[config.mk]
export PLATFORM = sky130hd
export DESIGN_NAME = regframe_spi_rx
export DESIGN_NICKNAME = d
export VERILOG_FILES = /design/src/rtl/rfrx_pkg.sv /design/src/rtl/rfrx_sync.sv /design/src/rtl/rfrx_edge.sv /design/src/rtl/rfrx_collect.sv /design/src/rtl/rfrx_unpack.sv /design/src/rtl/regframe_spi_rx.sv
export SDC_FILE = /design/constraint.sdc
export NUM_CORES = 1
export LEC_CHECK = 0
export CORE_ASPECT_RATIO = 0.75
export CORE_MARGIN = 2
export CORE_UTILIZATION = 53
export DETAILED_ROUTE_END_ITERATION = 7
export DONT_BUFFER_PORTS = 1
export PLACE_DENSITY_LB_ADDON = 0.2
export SLEW_MARGIN = 20
export SYNTH_ARGS = -nofsm -noshare
export SYNTH_HDL_FRONTEND = slang
export SYNTH_SLANG_ARGS = --single-unit
[constraint.sdc]
create_clock -name clk -period 4 [get_ports clk]
set_clock_uncertainty 0.05 [all_clocks]
set_input_delay 0.8 -clock clk [delete_from_list [all_inputs] [get_ports clk]]
set_output_delay 0.8 -clock clk [all_outputs]
set_load 0.02 [all_outputs]
[src/rtl/rfrx_pkg.sv]
`timescale 1ns/1ps
package rfrx_pkg;
    parameter int unsigned REG_COUNT = 25;
    parameter int unsigned REG_BITS  = 8;
    localparam int unsigned FRAME_BITS = REG_COUNT * REG_BITS;

    typedef enum logic [1:0] {
        ST_IDLE  = 2'd0,
        ST_SHIFT = 2'd1,
        ST_FULL  = 2'd2
    } rx_state_e;
endpackage

[src/rtl/rfrx_sync.sv]
`timescale 1ns/1ps
module rfrx_sync #(
    parameter int unsigned        WIDTH   = 3,
    parameter logic [WIDTH-1:0]   RST_VAL = '0
) (
    input  logic             clk,
    input  logic             rst_n,
    input  logic [WIDTH-1:0] async_i,
    output logic [WIDTH-1:0] sync_o
);
    logic [WIDTH-1:0] stage1_q;
    logic [WIDTH-1:0] stage2_q;

    for (genvar g = 0; g < WIDTH; g++) begin : g_bit
        always_ff @(posedge clk or negedge rst_n) begin
            if (!rst_n) begin
                stage1_q[g] <= RST_VAL[g];
                stage2_q[g] <= RST_VAL[g];
            end else begin
                stage1_q[g] <= async_i[g];
                stage2_q[g] <= stage1_q[g];
            end
        end
    end

    assign sync_o = stage2_q;

    // the synchronised output follows the first stage one cycle later
    sync_follow_chk: assert property (@(posedge clk) disable iff (!rst_n)
        1'b1 |=> (stage2_q == $past(stage1_q)));
endmodule

[src/rtl/rfrx_edge.sv]
`timescale 1ns/1ps
module rfrx_edge (
    input  logic clk,
    input  logic rst_n,
    input  logic sclk_i,
    output logic rise_o
);
    logic prev_q;

    always_ff @(posedge clk or negedge rst_n) begin
        if (!rst_n) prev_q <= 1'b0;
        else        prev_q <= sclk_i;
    end

    assign rise_o = sclk_i & ~prev_q;

    // each rising serial edge produces a single-cycle strobe
    rise_single_chk: assert property (@(posedge clk) disable iff (!rst_n)
        rise_o |=> !rise_o);
endmodule

[src/rtl/rfrx_collect.sv]
`timescale 1ns/1ps
module rfrx_collect
    import rfrx_pkg::*;
#(
    parameter int unsigned FRAME_W = FRAME_BITS
) (
    input  logic               clk,
    input  logic               rst_n,
    input  logic               cs_n_i,
    input  logic               mosi_i,
    input  logic               rise_i,
    output logic [FRAME_W-1:0] shift_o,
    output logic               done_o
);
    localparam int unsigned CNT_W = $clog2(FRAME_W + 1);
    localparam logic [CNT_W-1:0] LAST_BIT = CNT_W'(FRAME_W - 1);

    rx_state_e        state_q, state_d;
    logic [CNT_W-1:0] bit_cnt_q;
    logic [FRAME_W-1:0] shift_q;
    logic             take_bit;
    logic             last_bit;

    assign take_bit = (state_q == ST_SHIFT) && rise_i && !cs_n_i;
    assign last_bit = (bit_cnt_q == LAST_BIT);

    // state register
    always_ff @(posedge clk or negedge rst_n) begin
        if (!rst_n) state_q <= ST_IDLE;
        else        state_q <= state_d;
    end

    // next state: select, complete, abort, release
    always_comb begin
        state_d = state_q;
        unique case (state_q)
            ST_IDLE:  if (!cs_n_i)             state_d = ST_SHIFT;
            ST_SHIFT: if (cs_n_i)              state_d = ST_IDLE;
                      else if (take_bit && last_bit) state_d = ST_FULL;
            ST_FULL:  if (cs_n_i)              state_d = ST_IDLE;
            default:                           state_d = ST_IDLE;
        endcase
    end

    // bit counter and shift buffer
    always_ff @(posedge clk or negedge rst_n) begin
        if (!rst_n) begin
            bit_cnt_q <= '0;
            shift_q   <= '0;
        end else begin
            if (cs_n_i)        bit_cnt_q <= '0;
            else if (take_bit) bit_cnt_q <= bit_cnt_q + 1'b1;
            if (take_bit)      shift_q   <= {shift_q[FRAME_W-2:0], mosi_i};
        end
    end

    // outputs
    always_ff @(posedge clk or negedge rst_n) begin
        if (!rst_n) done_o <= 1'b0;
        else        done_o <= take_bit && last_bit;
    end

    assign shift_o = shift_q;

    // chip select high clears the bit count
    cnt_clear_chk: assert property (@(posedge clk) disable iff (!rst_n)
        cs_n_i |=> (bit_cnt_q == '0));
    // after a full frame, serial edges leave the buffer untouched
    shift_freeze_chk: assert property (@(posedge clk) disable iff (!rst_n)
        (state_q == ST_FULL) |=> $stable(shift_q));
    // an abort never yields a completion strobe
    abort_quiet_chk: assert property (@(posedge clk) disable iff (!rst_n)
        (state_q == ST_SHIFT && cs_n_i) |=> !done_o);
    // completion is a single-cycle event
    done_pulse_chk: assert property (@(posedge clk) disable iff (!rst_n)
        done_o |=> !done_o);
    // completion only follows entry into the full state
    done_full_chk: assert property (@(posedge clk) disable iff (!rst_n)
        done_o |-> (state_q == ST_FULL));
endmodule

[src/rtl/rfrx_unpack.sv]
`timescale 1ns/1ps
module rfrx_unpack #(
    parameter int unsigned REGS  = 25,
    parameter int unsigned RBITS = 8,
    localparam int unsigned FRAME_W = REGS * RBITS
) (
    input  logic               clk,
    input  logic               rst_n,
    input  logic               load_i,
    input  logic [FRAME_W-1:0] shift_i,
    output logic [FRAME_W-1:0] frame_data_o,
    output logic               frame_valid_o
);
    logic [FRAME_W-1:0] ordered;

    // first byte shifted in sits at the top of the buffer; place it at register 0
    for (genvar g = 0; g < REGS; g++) begin : g_reg
        assign ordered[g*RBITS +: RBITS] = shift_i[(REGS-1-g)*RBITS +: RBITS];
    end

    always_ff @(posedge clk or negedge rst_n) begin
        if (!rst_n) begin
            frame_data_o  <= '0;
            frame_valid_o <= 1'b0;
        end else begin
            frame_valid_o <= load_i;
            if (load_i) frame_data_o <= ordered;
        end
    end

    // frame bus holds unless a load occurs
    data_hold_chk: assert property (@(posedge clk) disable iff (!rst_n)
        !load_i |=> $stable(frame_data_o));
    // valid strobe lasts one cycle
    valid_pulse_chk: assert property (@(posedge clk) disable iff (!rst_n)
        frame_valid_o |=> !frame_valid_o);
endmodule

[src/rtl/regframe_spi_rx.sv]
`timescale 1ns/1ps
module regframe_spi_rx
    import rfrx_pkg::*;
#(
    parameter int unsigned REGS  = REG_COUNT,
    parameter int unsigned RBITS = REG_BITS,
    localparam int unsigned FRAME_W = REGS * RBITS
) (
    input  logic               clk,
    input  logic               rst_n,
    input  logic               spi_sclk,
    input  logic               spi_mosi,
    input  logic               spi_cs_n,
    output logic [FRAME_W-1:0] frame_data,
    output logic               frame_valid
);
    logic [2:0]         sync_v;
    logic               sclk_s, mosi_s, cs_n_s;
    logic               sclk_rise;
    logic [FRAME_W-1:0] shift_w;
    logic               done_w;

    rfrx_sync #(.WIDTH(3), .RST_VAL(3'b100)) u_sync (
        .clk     (clk),
        .rst_n   (rst_n),
        .async_i ({spi_cs_n, spi_mosi, spi_sclk}),
        .sync_o  (sync_v)
    );

    assign sclk_s = sync_v[0];
    assign mosi_s = sync_v[1];
    assign cs_n_s = sync_v[2];

    rfrx_edge u_edge (
        .clk    (clk),
        .rst_n  (rst_n),
        .sclk_i (sclk_s),
        .rise_o (sclk_rise)
    );

    rfrx_collect #(.FRAME_W(FRAME_W)) u_collect (
        .clk     (clk),
        .rst_n   (rst_n),
        .cs_n_i  (cs_n_s),
        .mosi_i  (mosi_s),
        .rise_i  (sclk_rise),
        .shift_o (shift_w),
        .done_o  (done_w)
    );

    rfrx_unpack #(.REGS(REGS), .RBITS(RBITS)) u_unpack (
        .clk           (clk),
        .rst_n         (rst_n),
        .load_i        (done_w),
        .shift_i       (shift_w),
        .frame_data_o  (frame_data),
        .frame_valid_o (frame_valid)
    );

    // a strobe is only produced while the transaction is still selected
    valid_selected_chk: assert property (@(posedge clk) disable iff (!rst_n)
        frame_valid |-> $past(!cs_n_s, 2));
endmodule

==> results of run 1 <==
synth_stat cells (2+ instances only):
master	number	area, sq um
or4_1	2	15.01
o31ai_1	2	15.01
dfrtp_1	417	10440
buf_8	11	165.2
buf_2	22	110.1
buf_6	9	101.4
nand3_1	4	20.02
mux2_1	189	2128
or3_1	3	18.77
nor2_1	2	7.510
mux2_2	212	2387
clkbuf_1	3	11.26
nand2_1	4	15.01
o21ai_0	3	15.01
a21oi_1	7	35.03
dfstp_2	2	52.55
worst paths after layout:
check,to,cells after the start,slack (ns),startpoint
min in group clk,u_sync.stage1_q[2],0,0.23,spi_cs_n
max in group asynchronous,u_collect.done_o,0,3.41,rst_n
worst min-delay path,u_unpack.frame_data_o[70],0,-0.07,rst_n
worst max-delay path,u_collect.shift_o[4],4,1.81,u_edge.prev_q
worst min register to register,u_sync.sync_o[0],0,0.30,u_sync.stage1_q[0]
worst max register to register,u_collect.shift_o[4],4,1.81,u_edge.prev_q
critical path, cell delays in order (launching register included):
cell,delay [ns]
dfrtp_1,0.37
nand3b_1,0.19
nor3_4,0.18
buf_12,0.52
mux2_2,0.42
cell families (layout without fill, tap and decap cells):
kind of cell / after synthesis / count (layout) / synth area share, %
multiplexers: 401 / 401 / 28.84
adder cells (fa/ha/maj): 1 / 1 / 0.07989
XOR/XNOR: 1 / 1 / 0.05594
buffers and inverters: 47 / 74 / 2.549
AND/OR/NAND/NOR: 26 / 26 / 1.087
flip-flops: 419 / 419 / 66.98
AO/OA/AOI/OAI: 12 / 12 / 0.4154
per-layer routing:
layer	GRT usage (%)	routed length, microns	up-vias
li1	-	-	3219
met1	24.66	12200	3787
met2	24.69	11430	127
met3	5.736	1775	41
met4	4.936	476	0
met5	0	0	-
area by class of cell:
cell class                      instances  area [sq um]  share of cell area, %
Clock buffer                           59          1194                  6.969
Clock inverter                         10         102.6                 0.5990
Inverter                                1         3.754                0.02192
Multi-Input combinational cell        441          4778                  27.90
Sequential cell                       419         10490                  61.25
Tap cell                              392         490.5                  2.864
Timing Repair Buffer                    4         67.56                 0.3945
placed cells by master, fill, tap and decap left out, types with 2 or more instances in the layout:
cell type  Yosys  routed
a21oi_1        7       7
buf_12         0       3
bufinv_16      0       2
clkbuf_1       3       8
clkbuf_16      0      41
clkbuf_8       0      10
clkinv_2       0       7
dfrtp_1      417     416
dfstp_2        2       2
mux2_1       189     189
mux2_2       212     212
nand2_1        4       4
nand3_1        4       4
nor2_1         2       2
o21ai_0        3       3
o31ai_1        2       2
or3_1          3       3
or4_1          2       2
report_power, final:
group	internal, W	switching [W]	total (W)
clock	0.00219	0.00152	0.00371
combinational	0.0000300	0.0000271	0.0000571
sequential	0.00426	0.0000193	0.00428
flip-flops by register name, summed over array words and instances (netlist names):
signal                  count
u_collect.bit_cnt_q         8
u_collect.shift_o         200
u_unpack.frame_valid_o      1
u_collect.state_q           2
u_unpack.frame_data_o     200
u_collect.done_o            1
u_sync.sync_o               3
u_sync.stage1_q             3
u_edge.prev_q               1
per-stage QoR:
step | instance area [sq um] | setup WS [ns] | hold slack, ns | utilization (%)
2_1_floorplan | 15660 | 2.406 | 0.2812 | -
3_3_place_gp | 15830 | 1.898 | 0.2852 | 54.49
3_5_place_dp | 15830 | 1.884 | 0.2847 | 54.49
4_1_cts | 17130 | 1.876 | -0.09941 | 58.95
5_1_grt | 17130 | 1.716 | -0.1074 | 58.95
6_report | 17130 | 1.814 | -0.07402 | 58.95
==> impl_metrics.toml, run 1 <==
[outcome]
outcome = "finished with violations"
violations = "negative hold slack"

[synth]
synth_edf_count = 0
async_flop_share_pct = 100.0
synth_warnings = 0
syn_area_sq_mm = 0.01566
synth_nets = 913
synth.avg_cell_area_sq_um = 17.26
synth_flop_cell = "dfrtp_1"
yosys_register_bits = 419
syn_inst = 907
yosysSeqAreaShare_pct = 66.98
synth_cell_types = 31

[sta]
tns_ns = 0
hold_violations = 112
fin_crit_ns = 2.186
worst_slew_pin_slew_ns = 1.106
slew_headroom_pct = 26.28
post-route-period-util_pct = 54.65
holdWs_ns = -0.07402
maxSlewViolCount = 0
fmax_ghz = 0.4574
setup_viol = 0
grt_setup_unrepaired = "false"

[clocking]
cts_buffer_depth = 3
cts_sinks = 419
clk_transition_reported_paths_ns = 0.06
cts_resized = 0
cts_tree = "built"
clkLatencyLatePin_ns = 0.52
cts_buffers = 40
root_buffer = "clkbuf_16"
cts_setup_buffers = 0
htree_num_levels = 2

[final_layout]
fin_cells = 1326
filler_cell_count = 2197
area_growth_pct = 9.381
fin_nets = 913
num_antenna_cells = 0
layout-drive-gt1-share_pct = 30.30

[global_routing]
grt_pass1_vias = 7388
grt_max_degree = 420
grt_pass1_wl_microns = 42520
overflow = 0
track_usage_pct = 17.05
antenna_found_initial = 1

[die]
die-width_microns = 202.5
start_util_pct = 53.90
num_rows = 54
die_h_microns = 152.9
die-area_sq_mm = 0.03095
core-area_sq_mm = 0.02905
pin_count = 206

[place]
dp_hpwl_microns = 15170
gp_congestion = 0.7121
port_buffers = 0
dp.cells = 1257

[drt]
ant_nets = 0
drt_wl_total_microns = 25890
wl_per_cell_microns = 19.52
drt_iter0_drc = 381
first_pass_iters = 4
drc = 0
vias = 7174
vias_per_cell = 5.410

[worst_setup_path]
endpoint_kind = "flip-flop"
cp_max_fo = 167
crit_required_ns = 4.36
crit_type = "flip-flop to flip-flop"
worst_ep_arrival_time_ns = 2.54
startpoint_type = "flip-flop"

[power]
total_power_w = 0.008047
power_density_mw_per_mm2 = 469.8
vdd_drop_max_mv = 0.4173
power.leakage_nw = 8.884

[hold_path]
min_path_type = "primary input to asynchronous set/reset pin"

[flow_run]
cap_violations = 0
Power figures use the tool's default switching activity.
==> inputs of run 2 (changes only) <==
--- a/config.mk
+++ b/config.mk
@@ -5,6 +5,7 @@
 export SDC_FILE = /design/constraint.sdc
 export NUM_CORES = 1
 export LEC_CHECK = 0
+export ABC_AREA = 1
 export CORE_ASPECT_RATIO = 0.75
 export CORE_MARGIN = 2
 export CORE_UTILIZATION = 53
==> constraint.sdc (replaced) <==
create_clock -name clk -period 2.1 [get_ports clk]
set_clock_uncertainty 0.05 [all_clocks]
set_input_delay 0.42 -clock clk [delete_from_list [all_inputs] [get_ports clk]]
set_output_delay 0.42 -clock clk [all_outputs]
set_load 0.02 [all_outputs]
==> run 2 against run 1 <==
  * The run still ends with negative hold slack left
  * Clock power rose by 85%
  * Via count rose by 35%
  * Sequential share of layout area rose by 0.072 points
  * Global-route usage rose by 2.3 points
  * Setup slack got worse by 1.3 ns
  * Final cell count rose by 46%
  * Critical path depth rose by 3
  * Sequential cell count did not move
  * Critical path type unchanged
  * Critical endpoint is now u_collect.shift_o[169]
  * Largest power group unchanged
==> impl_metrics.toml, run 2 <==
[clocking]
root_buffer = "clkbuf_16"
htree_num_levels = 2
cts_resized = 0
postCtsHoldBufs = 3
cts_sinks = 419
cts_buffer_depth = 3
cts_setup_buffers = 0
cts_tree = "built"
cts_buffers = 40
clk_transition_reported_paths_ns = 0.06
clkLatencyLatePin_ns = 0.53

[worst_setup_path]
cp_top_family = "buffers and inverters"
endpoint_kind = "flip-flop"
max_stage_delay_ns = 0.39
crit_buf_inv = 2
reg2reg_setup_slack_ns = 0.47
cp_max_fo = 60
slowest_stage = "dfrtp_1"
crit_type = "flip-flop to flip-flop"
worst_ep_arrival_time_ns = 2.02
cp.depth = 7
startpoint_type = "flip-flop"
reg2regPathDepth = 7
cp_cell_sequence = "nor2_1 > nand2_1 > nor2_4 > buf_12 > buf_12 > nand2_1 > o21ai_0"
crit_required_ns = 2.48

[global_routing]
track_usage_pct = 19.38
grt_pass1_wl_microns = 48990
antenna_found_initial = 1
grt_pass1_vias = 9450
grt_max_degree = 420
overflow = 0

[synth]
yosys_register_bits = 419
yosysMostFrequentCell = "dfrtp_1"
synth_nets = 1547
synth_cell_types = 24
synth.avg_cell_area_sq_um = 10.11
async_flop_share_pct = 100.0
ys_top_cells_by_count = "417 x dfrtp_1, 270 x nand2_1, 184 x inv_1, 183 x o21ai_0, 182 x nor2_1"
yosysTopAreaCellShare_pct = 66.97
syn_inst = 1541
synth.area.top_cells = "dfrtp_1 67%, nand2_1 6.5%, o21ai_0 5.9%, a21oi_1 5.6%, inv_1 4.4%"
synth_flop_cell = "dfrtp_1"
synth.largest_area_cell = "dfrtp_1"
yosysSeqAreaShare_pct = 67.31
synth_edf_count = 0
synth_warnings = 0
syn_area_sq_mm = 0.01558

[outcome]
outcome = "finished with violations"
violations = "negative hold slack"

[drt]
first_pass_iters = 5
ant_nets = 0
vias = 9673
drt_iter0_drc = 699
drc = 0
drt_wl_total_microns = 29070
vias_per_cell = 4.991
wl_per_cell_microns = 15.00

[final_layout]
fin_nets = 1526
fin_cells = 1938
layout_common_cells = "416 x dfrtp_1, 270 x nand2_1, 184 x inv_1"
filler_cell_count = 2431
area_growth_pct = 9.797
utilization_pct = 59.02
layout_commonest_cell = "dfrtp_1"
layout-drive-gt1-share_pct = 6.861

[sta]
fin_crit_ns = 1.633
slew_headroom_pct = 43.04
fmax_ghz = 0.6124
hold_violations = 417
worst_slew_pin_slew_ns = 0.8544
holdWs_ns = -0.4510
maxSlewViolCount = 0
tns_ns = 0
post-route-period-util_pct = 77.75
grt_setup_unrepaired = "false"
setup_viol = 0

[power]
vdd_drop_max_mv = 0.5292
power.leakage_nw = 8.136
power_density_mw_per_mm2 = 881.9

[flow_run]
cap_violations = 0

[place]
port_buffers = 0
dp_hpwl_microns = 18020
dp.cells = 1867
gp_congestion = 0.7602

[die]
core-area_sq_mm = 0.02899
die-width_microns = 202.0
start_util_pct = 53.76
pin_count = 206
num_rows = 54
die_h_microns = 152.5
die-area_sq_mm = 0.03080

[hold_path]
min_path_type = "primary input to asynchronous set/reset pin"
## run 2: worst register-to-register path: stages, from the launching register on
cell and delay [ns]:
dfrtp_1 0.39, nor2_1 0.11, nand2_1 0.10, nor2_4 0.19, buf_12 0.25, buf_12 0.25
nand2_1 0.11, o21ai_0 0.09
## run 2: final timing paths
path	to	from
setup / recovery	u_collect.shift_o[169]	u_collect.state_q[1]
hold / removal	u_unpack.frame_data_o[32]	rst_n
setup reg to reg	u_collect.shift_o[169]	u_collect.state_q[1]
hold reg to reg	u_sync.sync_o[1]	u_sync.stage1_q[1]
max in group asynchronous	u_unpack.frame_data_o[131]	rst_n
min in group clk	u_sync.sync_o[1]	u_sync.stage1_q[1]
## run 2: through the flow
| step | total power, W | area [sq um] | worst slack, ns |
|---|---|---|---|
| after floorplan | 0.008368 | 15580 | 0.7789 |
| after global placement | 0.008383 | 15840 | 0.5254 |
| after detailed placement | 0.008385 | 15840 | 0.4773 |
| after CTS | 0.01529 | 17110 | 0.4647 |
| after global routing | 0.01563 | 17110 | 0.2483 |
| final | 0.01509 | 17110 | 0.4672 |
## run 2: per-layer routing
layer | global-route usage (%) | wire length (microns) | vias to the layer above
met5 | 0.6211 | 0 | -
met4 | 5.637 | 614 | 0
met3 | 6.523 | 2294 | 47
met2 | 27.51 | 12230 | 192
met1 | 28.44 | 13920 | 4606
li1 | - | - | 4828
## run 2: final cells by class
| cell class | count | area [sq um] | share of cell area [%] |
|---|---|---|---|
| flip-flops and latches | 419 | 10490 | 61.33 |
| multi-input cells | 851 | 3889 | 22.73 |
| clock buffers | 62 | 1185 | 6.926 |
| inverters | 185 | 694.4 | 4.059 |
| well taps | 392 | 490.5 | 2.867 |
| repair buffers | 23 | 305.3 | 1.785 |
| clock inverters | 5 | 50.05 | 0.2925 |
| diodes | 1 | 2.502 | 0.01463 |
## run 2: logic make-up after synthesis
group | count (synthesis) | share of synthesized area (%)
compound gates | 359 | 11.56
xor+xnor | 1 | 0.05622
flops | 419 | 67.31
mux | 27 | 1.951
buf+inv | 271 | 7.733
fa+ha+maj | 1 | 0.08029
simple gates | 463 | 11.31
## run 2: power by group
group	internal, W	switching, W	total [W]
Combinational	0.0000335	0.0000825	0.000116
Clock	0.00398	0.00287	0.00685
Sequential	0.00811	0.0000175	0.00813
Total	0.0121	0.00297	0.0151
==> inputs of run 3 (changes only) <==
--- a/config.mk
+++ b/config.mk
@@ -5,7 +5,7 @@
 export SDC_FILE = /design/constraint.sdc
 export NUM_CORES = 1
 export LEC_CHECK = 0
-export ABC_AREA = 1
+export ABC_AREA = 0
 export CORE_ASPECT_RATIO = 0.75
 export CORE_MARGIN = 2
 export CORE_UTILIZATION = 53
==> constraint.sdc (replaced) <==
create_clock -name clk -period 1.65 [get_ports clk]
set_clock_uncertainty 0.05 [all_clocks]
set_input_delay 0.33 -clock clk [delete_from_list [all_inputs] [get_ports clk]]
set_output_delay 0.33 -clock clk [all_outputs]
set_load 0.02 [all_outputs]
==> run 3 against run 2 <==
  * The run ends with negative hold slack, negative setup slack left
  * Core utilization increased by 1.4 points
  * Die area is 0.49% higher
  * Critical endpoint is now u_collect.shift_o[118]
  * Register-to-register slack lost 0.55 ns
  * Critical path depth decreased by 2
  * Sequential power grew 28%
  * Global-route usage shrank 2.2 points
  * Sequential cell count unchanged
  * Largest power group unchanged
  * First-iteration DRC count fell by 47%
  * Non-clock buffer count rose by 4
  * Power increased by 31%
==> impl_metrics.toml, run 3 (synthesized netlist as in run 1, its figures left out) <==
[outcome]
outcome = "finished with violations"
violations = "negative hold slack, negative setup slack"

[sta]
tns_ns = -7.212
fin_ws_ns = -0.07835
grt_setup_unrepaired = "true"
holdWs_ns = -0.5573
fin_crit_ns = 1.728
worst_slew_pin_slew_ns = 0.7460
slew_headroom_pct = 50.26
hold_violations = 417
post-route-period-util_pct = 104.7
maxSlewViolCount = 0
setup_viol = 156
fmax_ghz = 0.5786

[final_layout]
area_growth_pct = 12.03
layout_common_cells = "416 x dfrtp_1, 212 x mux2_2, 178 x mux2_1"
num_antenna_cells = 0
layout-drive-gt1-share_pct = 33.33
layout_commonest_cell = "dfrtp_1"
filler_cell_count = 2140
regArea_sq_mm = 0.01049
fin_nets = 936
multi_input_area_sq_mm = 0.004820
stdcell_area_sq_mm = 0.01754
utilization_pct = 60.38

[drt]
wl_per_cell_microns = 19.39
drc = 0
drt_iter0_drc = 369
ant_nets = 0
drt_wl_total_microns = 26160
vias_per_cell = 5.388
vias = 7269
first_pass_iters = 4

[worst_setup_path]
crit_type = "flip-flop to flip-flop"
cp_max_fo = 33
endpoint_kind = "flip-flop"
reg2reg_setup_slack_ns = -0.08
worst_ep_arrival_time_ns = 2.08
endpoint = "u_collect.shift_o[118]"
reg2regPathDepth = 5
r2r-end = "u_collect.shift_o[118]"
startpoint_type = "flip-flop"
timing.rr.start = "u_edge.prev_q"
cp-startpoint = "u_edge.prev_q"
crit_required_ns = 2.00

[clocking]
htree_num_levels = 2
clkLatencyLatePin_ns = 0.53
clk_transition_reported_paths_ns = 0.06
cts_buffers = 40
cts_sinks = 419
cts_buffer_depth = 3
cts_tree = "built"
root_buffer = "clkbuf_16"
postCtsHoldBufs = 3

[power]
power_density_mw_per_mm2 = 1131
vdd_drop_max_mv = 0.6062
power.leakage_nw = 9.060

[place]
dp_hpwl_microns = 16010
placed_area_sq_mm = 0.01610
port_buffers = 0
dp_slack_ns = -0.07743
gp_congestion = 0.7024

[hold_path]
min_path_type = "primary input to asynchronous set/reset pin"

[global_routing]
track_usage_pct = 17.16
grt_max_degree = 420
grt_pass1_vias = 7357
overflow = 0
grt_pass1_wl_microns = 42700
antenna_found_initial = 0

[die]
die-width_microns = 202.5
die-area_sq_mm = 0.03095
num_rows = 54
pin_count = 206
die_h_microns = 152.9
core-area_sq_mm = 0.02905
start_util_pct = 53.90

[flow_run]
cap_violations = 0
[run 3: cell types whose count changed in the layout (fill, tap and decap cells not counted), sizes merged, moves of 4 or more]
cell / before / now
mux2: 27 / 401
nand2: 270 / 4
inv: 185 / 1
nor2: 183 / 2
o21ai: 184 / 3
a21oi: 173 / 7
clkbuf: 62 / 52
clkinv: 4 / 11
buf: 20 / 24
[run 3: per-stage QoR]
step | power, W | instances | hold WS [ns]
after CTS | 0.02013 | 1349 | -0.5821
after global routing | 0.02056 | 1349 | -0.5878
after global placement | 0.01074 | 1275 | -0.007395
after detailed placement | 0.01074 | 1275 | -0.007012
after floorplan | 0.01071 | 907 | -0.01559
final | 0.01983 | 1349 | -0.5573
[run 3: final cells by class]
class | instances | share of cell area, %
Sequential cell | 419 | 59.80
Clock buffer | 52 | 6.540
Inverter | 1 | 0.02140
Clock inverter | 17 | 1.105
Timing Repair Buffer | 27 | 2.261
Multi-Input combinational cell | 441 | 27.47
Tap cell | 392 | 2.796
[run 3: metal layers]
layer / global-route usage (%) / vias to the layer above / share of wire [%]
li1: - / 3289 / -
met1: 25.49 / 3813 / 48
met2: 24.28 / 131 / 43
met3: 5.522 / 36 / 6.5
met4: 5.005 / 0 / 1.8
met5: 0 / - / 0
[run 3: where the power goes]
part	leakage, nW	internal (W)	total (W)	switching [W]
clock network	0.666	0.00552	0.00928	0.00376
registers	5.83	0.0103	0.0104	0.0000457
logic	2.57	0.0000994	0.000176	0.0000762
[run 3: worst max-delay path, cell delays in order (launching register included)]
cell and delay [ns]:
dfrtp_1 0.37, nand3b_1 0.20, nor3_4 0.18, buf_12 0.21
buf_12 0.22, mux2_1 0.35
[run 3: timing repair]
action	CTS	global route
setup endpoints to repair	167	203
buffers inserted	2	0
gates resized for setup	1	12
hold endpoints to repair	422	419
[run 3: worst min path at each step]
stage / to / depth (start not counted)
after floorplan: u_collect.bit_cnt_q[0] / 0
after global placement: u_unpack.frame_data_o[49] / 0
after detailed placement: u_unpack.frame_data_o[48] / 0
after CTS: u_unpack.frame_data_o[48] / 0
after global routing: u_unpack.frame_data_o[48] / 0
final: u_collect.shift_o[144] / 0
